`config.mk`:
```
export PLATFORM = sky130hd
export DESIGN_NAME = sys_reset_port
export DESIGN_NICKNAME = d
export VERILOG_FILES = /design/src/rtl/sys_reset_port.sv
export SDC_FILE = /design/constraint.sdc
export NUM_CORES = 1
export LEC_CHECK = 0
export ABC_CLOCK_PERIOD_IN_PS = 3500
export CAP_MARGIN = 15
export CORE_AREA = 8 8 45 47
export CTS_CLUSTER_SIZE = 28
export DETAILED_ROUTE_END_ITERATION = 8
export DIE_AREA = 0 0 53 55
export PLACE_DENSITY = 0.73
export SLEW_MARGIN = 10
export SYNTH_ARGS = -nofsm -noshare
export SYNTH_HDL_FRONTEND = slang
export SYNTH_SLANG_ARGS = --single-unit
```
`constraint.sdc`:
```
create_clock -name clk -period 3.5 [get_ports clk]
set_clock_uncertainty 0.2 [all_clocks]
set_input_delay 0.875 -clock clk [delete_from_list [all_inputs] [get_ports clk]]
set_output_delay 0.875 -clock clk [all_outputs]
set_load 0.005 [all_outputs]
```
`src/rtl/sys_reset_port.sv`:
```
module sys_reset_port #(
  parameter int ADDR_W = 16,
  parameter logic [ADDR_W-1:0] PORT_ADDR = 16'h0CF9,
  parameter int TYPE_BIT = 1,
  parameter int REQ_BIT = 2
) (
  input  logic              clk,
  input  logic              rst_n,
  input  logic [ADDR_W-1:0] io_addr,
  input  logic              io_wr,
  input  logic              io_rd,
  input  logic [7:0]        wr_data,
  output logic [7:0]        rd_data,
  output logic              rd_drive,
  output logic              rst_pulse
);
  logic hit;
  logic kind_q;
  logic pulse_q;

  assign hit = (io_addr == PORT_ADDR);

  always_ff @(posedge clk or negedge rst_n) begin
    if (!rst_n) begin
      kind_q  <= 1'b0;
      pulse_q <= 1'b0;
    end else begin
      pulse_q <= io_wr && hit && wr_data[REQ_BIT];
      if (io_wr && hit && !wr_data[REQ_BIT])
        kind_q <= wr_data[TYPE_BIT];
    end
  end

  assign rd_drive  = io_rd && hit;
  assign rd_data   = rd_drive ? (8'(kind_q) << TYPE_BIT) : 8'h00;
  assign rst_pulse = pulse_q;
endmodule


```
### Yosys cells after proc, flatten, opt, wreduce, memory -nomap -nowiden

Index checks and enable logic that the tools add are counted.
Widths: inputs -> output; s select.

* flip-flop bits (word level): 2
* latch bits: 0
* RAM bits: 0
* bits in read-only memories: 0
* word-level logic and storage cells: 9
* memories kept: 0

* add/subtract/negate cells: 0
* multipliers: 0
* divide/modulo/power cells: 0
* $lt $le $gt $ge: 0
* eq/ne operators: 1
* shifts and indexed selects: 0
* multiplexer cells: 1
* bitwise logic cells: 0
* reduce and logical (&&, ||, !) cells: 5

Operators with widths (count)
* $eq 16x12->1 const B: 1
* $logic_and 1x1->1: 4
* $mux 2: 1
* $logic_not 1->1: 1

### Longest topological paths before layout

Gate-level depths: netlist of run 1.

* depth in word-level cells: 3
* gate-level depth with buffers: 4

### Worst setup path before layout of run 1

OpenSTA, ideal clock, no wires.

* kind: input -> output
* start point: input io_addr[12]
* end point: output rd_data[1]
* arrival: 1768 ps
* data required time: 2425 ps
* setup slack: 657 ps
* stages on the path: 3
* cell sequence: or4_4 > nor4_4 > and3_1

* word-level cells in the longest chain between the ends: 3

Ends and longest elaborated chain
* start, declared: line 9 `input logic [ADDR_W-1:0] io_addr,`
* $eq 16x12->1: line 21 `assign hit = (io_addr == PORT_ADDR);`
* $logic_and 1x1->1: line 34 `assign rd_drive = io_rd && hit;`
* $mux 2: line 35 `assign rd_data = rd_drive ? (8'(kind_q) << TYPE_BIT) : 8'h00;`
* end, declared: line 13 `output logic [7:0] rd_data,`

No other way between the ends.

### Final worst setup path of run 1

Ends and elaborated chain as after synthesis.

==> results.json, run 1 <==
{
  "run_status": "finished, final reports clean",
  "groute.usage.overall_pct": 5.41,
  "setup.worst_path.start_class": "input port",
  "vias": 234,
  "period_minus_slack_ps": 3330,
  "core_region_area_um2": 1380,
  "gp_congestion": 0.626,
  "timing.critical_path.to_type": "output port",
  "rsz0062_at_grt": "false",
  "ratio_of_cells_with_drive_above_1_in_the_final_layout_pct": 25.0,
  "ir_drop_mv": 0.0620,
  "timing.fmax_mhz": 300,
  "drt_first_iter_violations": 0,
  "antenna_violating_nets_post_route": 0,
  "yosysSeqAreaShare_pct": 21.7,
  "power_leakage_nw": 0.244,
  "stdcell_area_um2": 499,
  "max-clock-path-buffers": 2,
  "category_of_the_critical_setup_timing_path": "input port to output port",
  "power.internal_uw": 82.6,
  "cp_max_fo": 2,
  "fp-row-count": 14,
  "vias_in_the_first_global_route": 263,
  "routed_wl_um": 726,
  "top_cells_by_area_synth": "buf_4 23%, dfrtp_1 22%, nand4b_4 10%",
  "max-cap-violations": 0,
  "clock_sink_count": 2,
  "slew_viol_final": 0,
  "cts-buffers-inserted": 3,
  "die_height_um": 55,
  "root_buf_cell": "clkbuf_4",
  "ys_warn_count": 0,
  "antenna_violations_before_repair": 0,
  "die_width_um": 53,
  "htree_num_levels": 1,
  "antenna_diode_count": 0,
  "post-route-period-util_pct": 95.2,
  "rrSetupSlack_ps": 2550,
  "power_switching_uw": 18.6,
  "grt_pass1_wl_um": 1080,
  "power-per-cell-area_nw_per_um2": 203,
  "die_area_um2": 2920,
  "cp_slowest_stage_delay_ps": 430,
  "synth.ff_latch_count": 2,
  "synth.cell_area_um2": 230,
  "hpwl_um": 681,
  "comb_power_share_pct": 28.8,
  "tritoncts_clock_tree": "built",
  "hold_violations": 0,
  "post-synth-top-area-cell": "buf_4",
  "drc": 0,
  "initial_core_util_pct": 16.6,
  "yosys.cell_types.count": 12,
  "place_area_um2": 468,
  "syn_to_final_growth_pct": 117,
  "swShare_pct": 18.4,
  "postLayoutCoreUtil_pct": 36.1,
  "final_net_count": 78,
  "layout_common_cells": "19 x clkdlybuf4s50_1, 7 x conb_1, 4 x dlygate4sd2_1",
  "post_drt_wl_per_cell_um": 11.3,
  "port-buffer-count": 24,
  "route.detailed.vias_per_inst": 3.66,
  "mapped_avg_cell_area_um2": 11.5,
  "cts_hold_buf": 0,
  "clock_pin_transition_on_the_worst_setup_and_hold_timing_paths_ps": 30,
  "clkPwrFrac_pct": 48.2,
  "crit_required_ps": 2420,
  "most_frequent_standard_cell_in_the_layout_excluding_fill_and_tap_cells": "clkdlybuf4s50_1",
  "seqPwrFrac_pct": 23.0,
  "detailed_routing_iterations_pass_1": 1,
  "worst_ep_arrival_time_ps": 2260,
  "netlist.area_leader.share_pct": 22.8,
  "global_route.overflow_total": 0,
  "type_of_the_most_critical_hold_path": "flip-flop to flip-flop",
  "grt_max_degree": 3,
  "path_cells": "clkdlybuf4s50_1 > or4_4 > nor4_4 > buf_4 > and3_4 > buf_6",
  "clock_latency_ps": 220,
  "finalSetupViolations": 0,
  "syn_inst": 20,
  "library_cell_contributing_the_largest_single_delay_on_the_critical_path": "or4_4",
  "design.portCount": 38
}
[cell type report]
cell class / instances / area, µm²
clock buffer: 3 / 22.5
fill: 149 / 885
multi-input combinational: 17 / 155
sequential: 2 / 50.0
tap: 16 / 20.0
timing repair buffer: 26 / 251
[state kept, by name, summed over array words and instances, names as in the netlist]
signal and cells:
kind_q 1, rst_pulse 1
[metal layers]
layer	part of all wire [%]	vias up	global-route usage, %	routed length, µm
li1	-	116	-	-
met1	23	107	3.49	170
met2	63	11	9.57	458
met3	13	0	4.01	98
met4	0	0	5.17	0
met5	0	-	0	0
[kinds of logic after synthesis]
| family | count (synthesis) | share of synthesized area (%) |
|---|---|---|
| DFF | 2 | 21.7 |
| muxes | 1 | 6.52 |
| buffers and inverters | 7 | 22.8 |
| other | 1 | 1.63 |
| and+or+nand+nor | 9 | 47.3 |
[critical path, delay by kind of cell]
family / cells / cell delay (ps)
AND/OR/NAND/NOR: 3 / 750
buffers and inverters: 3 / 630
[through the flow]
step	power (mW)	TNS, ps	hold slack [ps]	setup slack, ps	instances
6_report	0.101	0	322	167	64
5_1_grt	0.108	0	346	119	64
4_1_cts	0.104	0	329	15.7	64
3_5_place_dp	0.0538	-510	314	-278	60
3_3_place_gp	0.0533	-478	303	-251	60
2_1_floorplan	0.0343	0	273	657	26
[Yosys cell counts]
library cell	instances
conb_1	1
buf_4	7
and2_1	1
and3_1	2
nand4bb_1	1
dfrtp_1	2
nand4b_4	1
nand4b_2	1
mux2_4	1
nand3b_1	1
or4_4	1
nor4_4	1
[power groups by stage]
stage	logic (mW)	registers, mW	clock network, mW
finish	0.0291	0.0233	0.0488
global route	0.0316	0.0233	0.0535
CTS	0.0292	0.0233	0.0517
detailed placement	0.0302	0.0235	0
global placement	0.0297	0.0235	0
floorplan	0.0108	0.0236	0
[worst paths after layout]
path                             start    endpoint  depth (start not counted)
hold reg to reg                 kind_q      kind_q                          1
setup reg to reg                kind_q      kind_q                          1
setup / recovery           io_addr[12]  rd_data[1]                          6
min in group asynchronous        rst_n   rst_pulse                          1
max in group asynchronous        rst_n      kind_q                          1
hold / removal                  kind_q      kind_q                          1
[what timing repair did]
action	in CTS	in global routing
pin swaps	4	1
buffers inserted	2	0
resized for setup	10	0
endpoints found under the setup margin	2	1
hold endpoints to repair	0	0
No activity file was read; power rests on OpenSTA's default activity.
==> run 2: changes to the inputs <==
Settings changed: PLACE_DENSITY 0.73 to 0.67.
==> run 2 against run 1 <==
Setup slack worse by 25 ps. Hold slack worse by 1.6 ps. Non-clock buffer count is the same. Sequential cell count unchanged. Sequential share of layout area stayed put. Sequential power barely moved. Cell area did not move. Register-to-register slack hardly changed. Die area is the same. Via count fell by 2.6%. Wire length up 6.7%. Largest power group unchanged.
==> results.json, run 2 (synthesis gave the netlist of run 1 again) <==
{
  "final_net_count": 78,
  "swShare_pct": 19.6,
  "vias_in_the_first_global_route": 274,
  "clkPwrFrac_pct": 49.0,
  "worstHoldPathCells": 1,
  "max-clock-path-buffers": 2,
  "stdcell_area_um2": 499,
  "place_area_um2": 468,
  "timing.critical_path.to_type": "output port",
  "design.portCount": 38,
  "library_cell_contributing_the_largest_single_delay_on_the_critical_path": "or4_4",
  "met2WireLength_um": 492,
  "clock_sink_count": 2,
  "cts-buffers-inserted": 3,
  "power-per-cell-area_nw_per_um2": 206,
  "slew_viol_final": 0,
  "period_minus_slack_ps": 3360,
  "power_switching_uw": 20.2,
  "root_buf_cell": "clkbuf_4",
  "cts_hold_buf": 0,
  "grt_max_degree": 3,
  "met3_length_um": 73,
  "gp_congestion": 0.597,
  "fp-row-count": 14,
  "max-cap-violations": 0,
  "timing.critical_path.max_delay_family": "simple AND/OR/NAND/NOR gates",
  "detailed_routing_iterations_pass_1": 2,
  "die_width_um": 53,
  "drt_first_iter_violations": 1,
  "antenna_violating_nets_post_route": 0,
  "whs_endpoint": "kind_q",
  "power_leakage_nw": 0.244,
  "global_route.overflow_total": 0,
  "groute.usage.overall_pct": 5.89,
  "post-route-period-util_pct": 95.9,
  "ratio_of_cells_with_drive_above_1_in_the_final_layout_pct": 25.0,
  "run_status": "finished, final reports clean",
  "route.detailed.vias_per_inst": 3.56,
  "core_region_area_um2": 1380,
  "htree_num_levels": 1,
  "cp_max_fo": 2,
  "initial_core_util_pct": 16.6,
  "clock_pin_transition_on_the_worst_setup_and_hold_timing_paths_ps": 30,
  "timing.fmax_mhz": 298,
  "port-buffer-count": 24,
  "setup.worst_path.start_class": "input port",
  "tritoncts_clock_tree": "built",
  "layout_common_cells": "19 x clkdlybuf4s50_1, 7 x conb_1, 4 x dlygate4sd2_1",
  "comb_power_share_pct": 28.4,
  "drc": 0,
  "post_drt_wl_per_cell_um": 12.1,
  "design_power_total_uw": 103,
  "dr.max_layer_used": "met4",
  "power.internal_uw": 82.8,
  "finalSetupViolations": 0,
  "die_area_um2": 2920,
  "routed_wl_um": 775,
  "cp_slowest_stage_delay_ps": 430,
  "vias": 228,
  "ir_drop_mv": 0.0986,
  "grt_pass1_wl_um": 1210,
  "crit_buf_inv": 3,
  "rrSetupSlack_ps": 2550,
  "final_hold_slack_ps": 320,
  "most_frequent_standard_cell_in_the_layout_excluding_fill_and_tap_cells": "clkdlybuf4s50_1",
  "die_height_um": 55,
  "syn_to_final_growth_pct": 117,
  "category_of_the_critical_setup_timing_path": "input port to output port",
  "clock_latency_ps": 220,
  "rsz0062_at_grt": "false",
  "type_of_the_most_critical_hold_path": "flip-flop to flip-flop",
  "seqPwrFrac_pct": 22.6,
  "crit_required_ps": 2420,
  "antenna_diode_count": 0,
  "reg2reg_from": "kind_q",
  "worstRegToRegCells": 1,
  "hold_path_startpoint": "kind_q",
  "antenna_violations_before_repair": 0,
  "met1_layer_wirelength_in_the_final_routing_um": 201,
  "path_cells": "clkdlybuf4s50_1 > or4_4 > nor4_4 > buf_4 > and3_4 > buf_6",
  "crit-reg2reg-capture": "kind_q",
  "worst_ep_arrival_time_ps": 2280,
  "hold_violations": 0
}
run 2: cell counts in the layout (fill, tap and decap cells not counted):
Identical to the previous run, type by type.
run 2: power groups by stage:
stage | clock, mW | sequential [mW] | combinational, mW
after floorplan | 0 | 0.0236 | 0.0108
after global placement | 0 | 0.0235 | 0.0298
after detailed placement | 0 | 0.0235 | 0.0304
after CTS | 0.0521 | 0.0233 | 0.0294
after global routing | 0.0568 | 0.0233 | 0.0317
final | 0.0504 | 0.0233 | 0.0293
run 2: area by class of cell:
| type | instances | area (µm²) |
|---|---|---|
| fill | 151 | 885 |
| timing repair buffer | 26 | 251 |
| multi-input combinational | 17 | 155 |
| sequential | 2 | 50.0 |
| clock buffer | 3 | 22.5 |
| tap | 16 | 20.0 |
run 2: worst max-delay path by stage:
| stage | start | slack (ps) | depth (start not counted) | end |
|---|---|---|---|---|
| global placement | io_addr[12] | -250 | 5 | rd_data[1] |
| finish | io_addr[12] | 140 | 6 | rd_data[1] |
| detailed placement | io_addr[12] | -270 | 5 | rd_data[1] |
| floorplan | io_addr[12] | 660 | 3 | rd_data[1] |
| global route | io_addr[12] | 40 | 6 | rd_data[1] |
| CTS | io_addr[12] | 20 | 6 | rd_data[1] |
run 2: stage by stage:
step,TNS [ps],setup slack [ps],utilization [%],instances
final,0,142,36.1,64
after detailed placement,-498,-272,33.8,60
after CTS,0,19.0,36.1,64
after global routing,0,41.8,36.1,64
after floorplan,0,657,-,26
after global placement,-475,-251,33.8,60
run 2: timing repair:
action                     CTS  global route
setup endpoints to repair    2             2
gates resized for setup     10             0
pin swaps                    4             1
setup buffers                1             0
gates cloned                 0             0
run 2: per-layer routing:
layer / GRT usage [%] / up-vias
met5: 0 / -
met2: 11.3 / 11
met4: 3.88 / 0
li1: - / 116
met1: 4.39 / 99
met3: 3.21 / 2
==> run 3: changes to the inputs <==
Settings changed: SLEW_MARGIN 10 to unset.
==> results of run 3 <==
Final layout, timing and power as in run 2 (identical DEF).
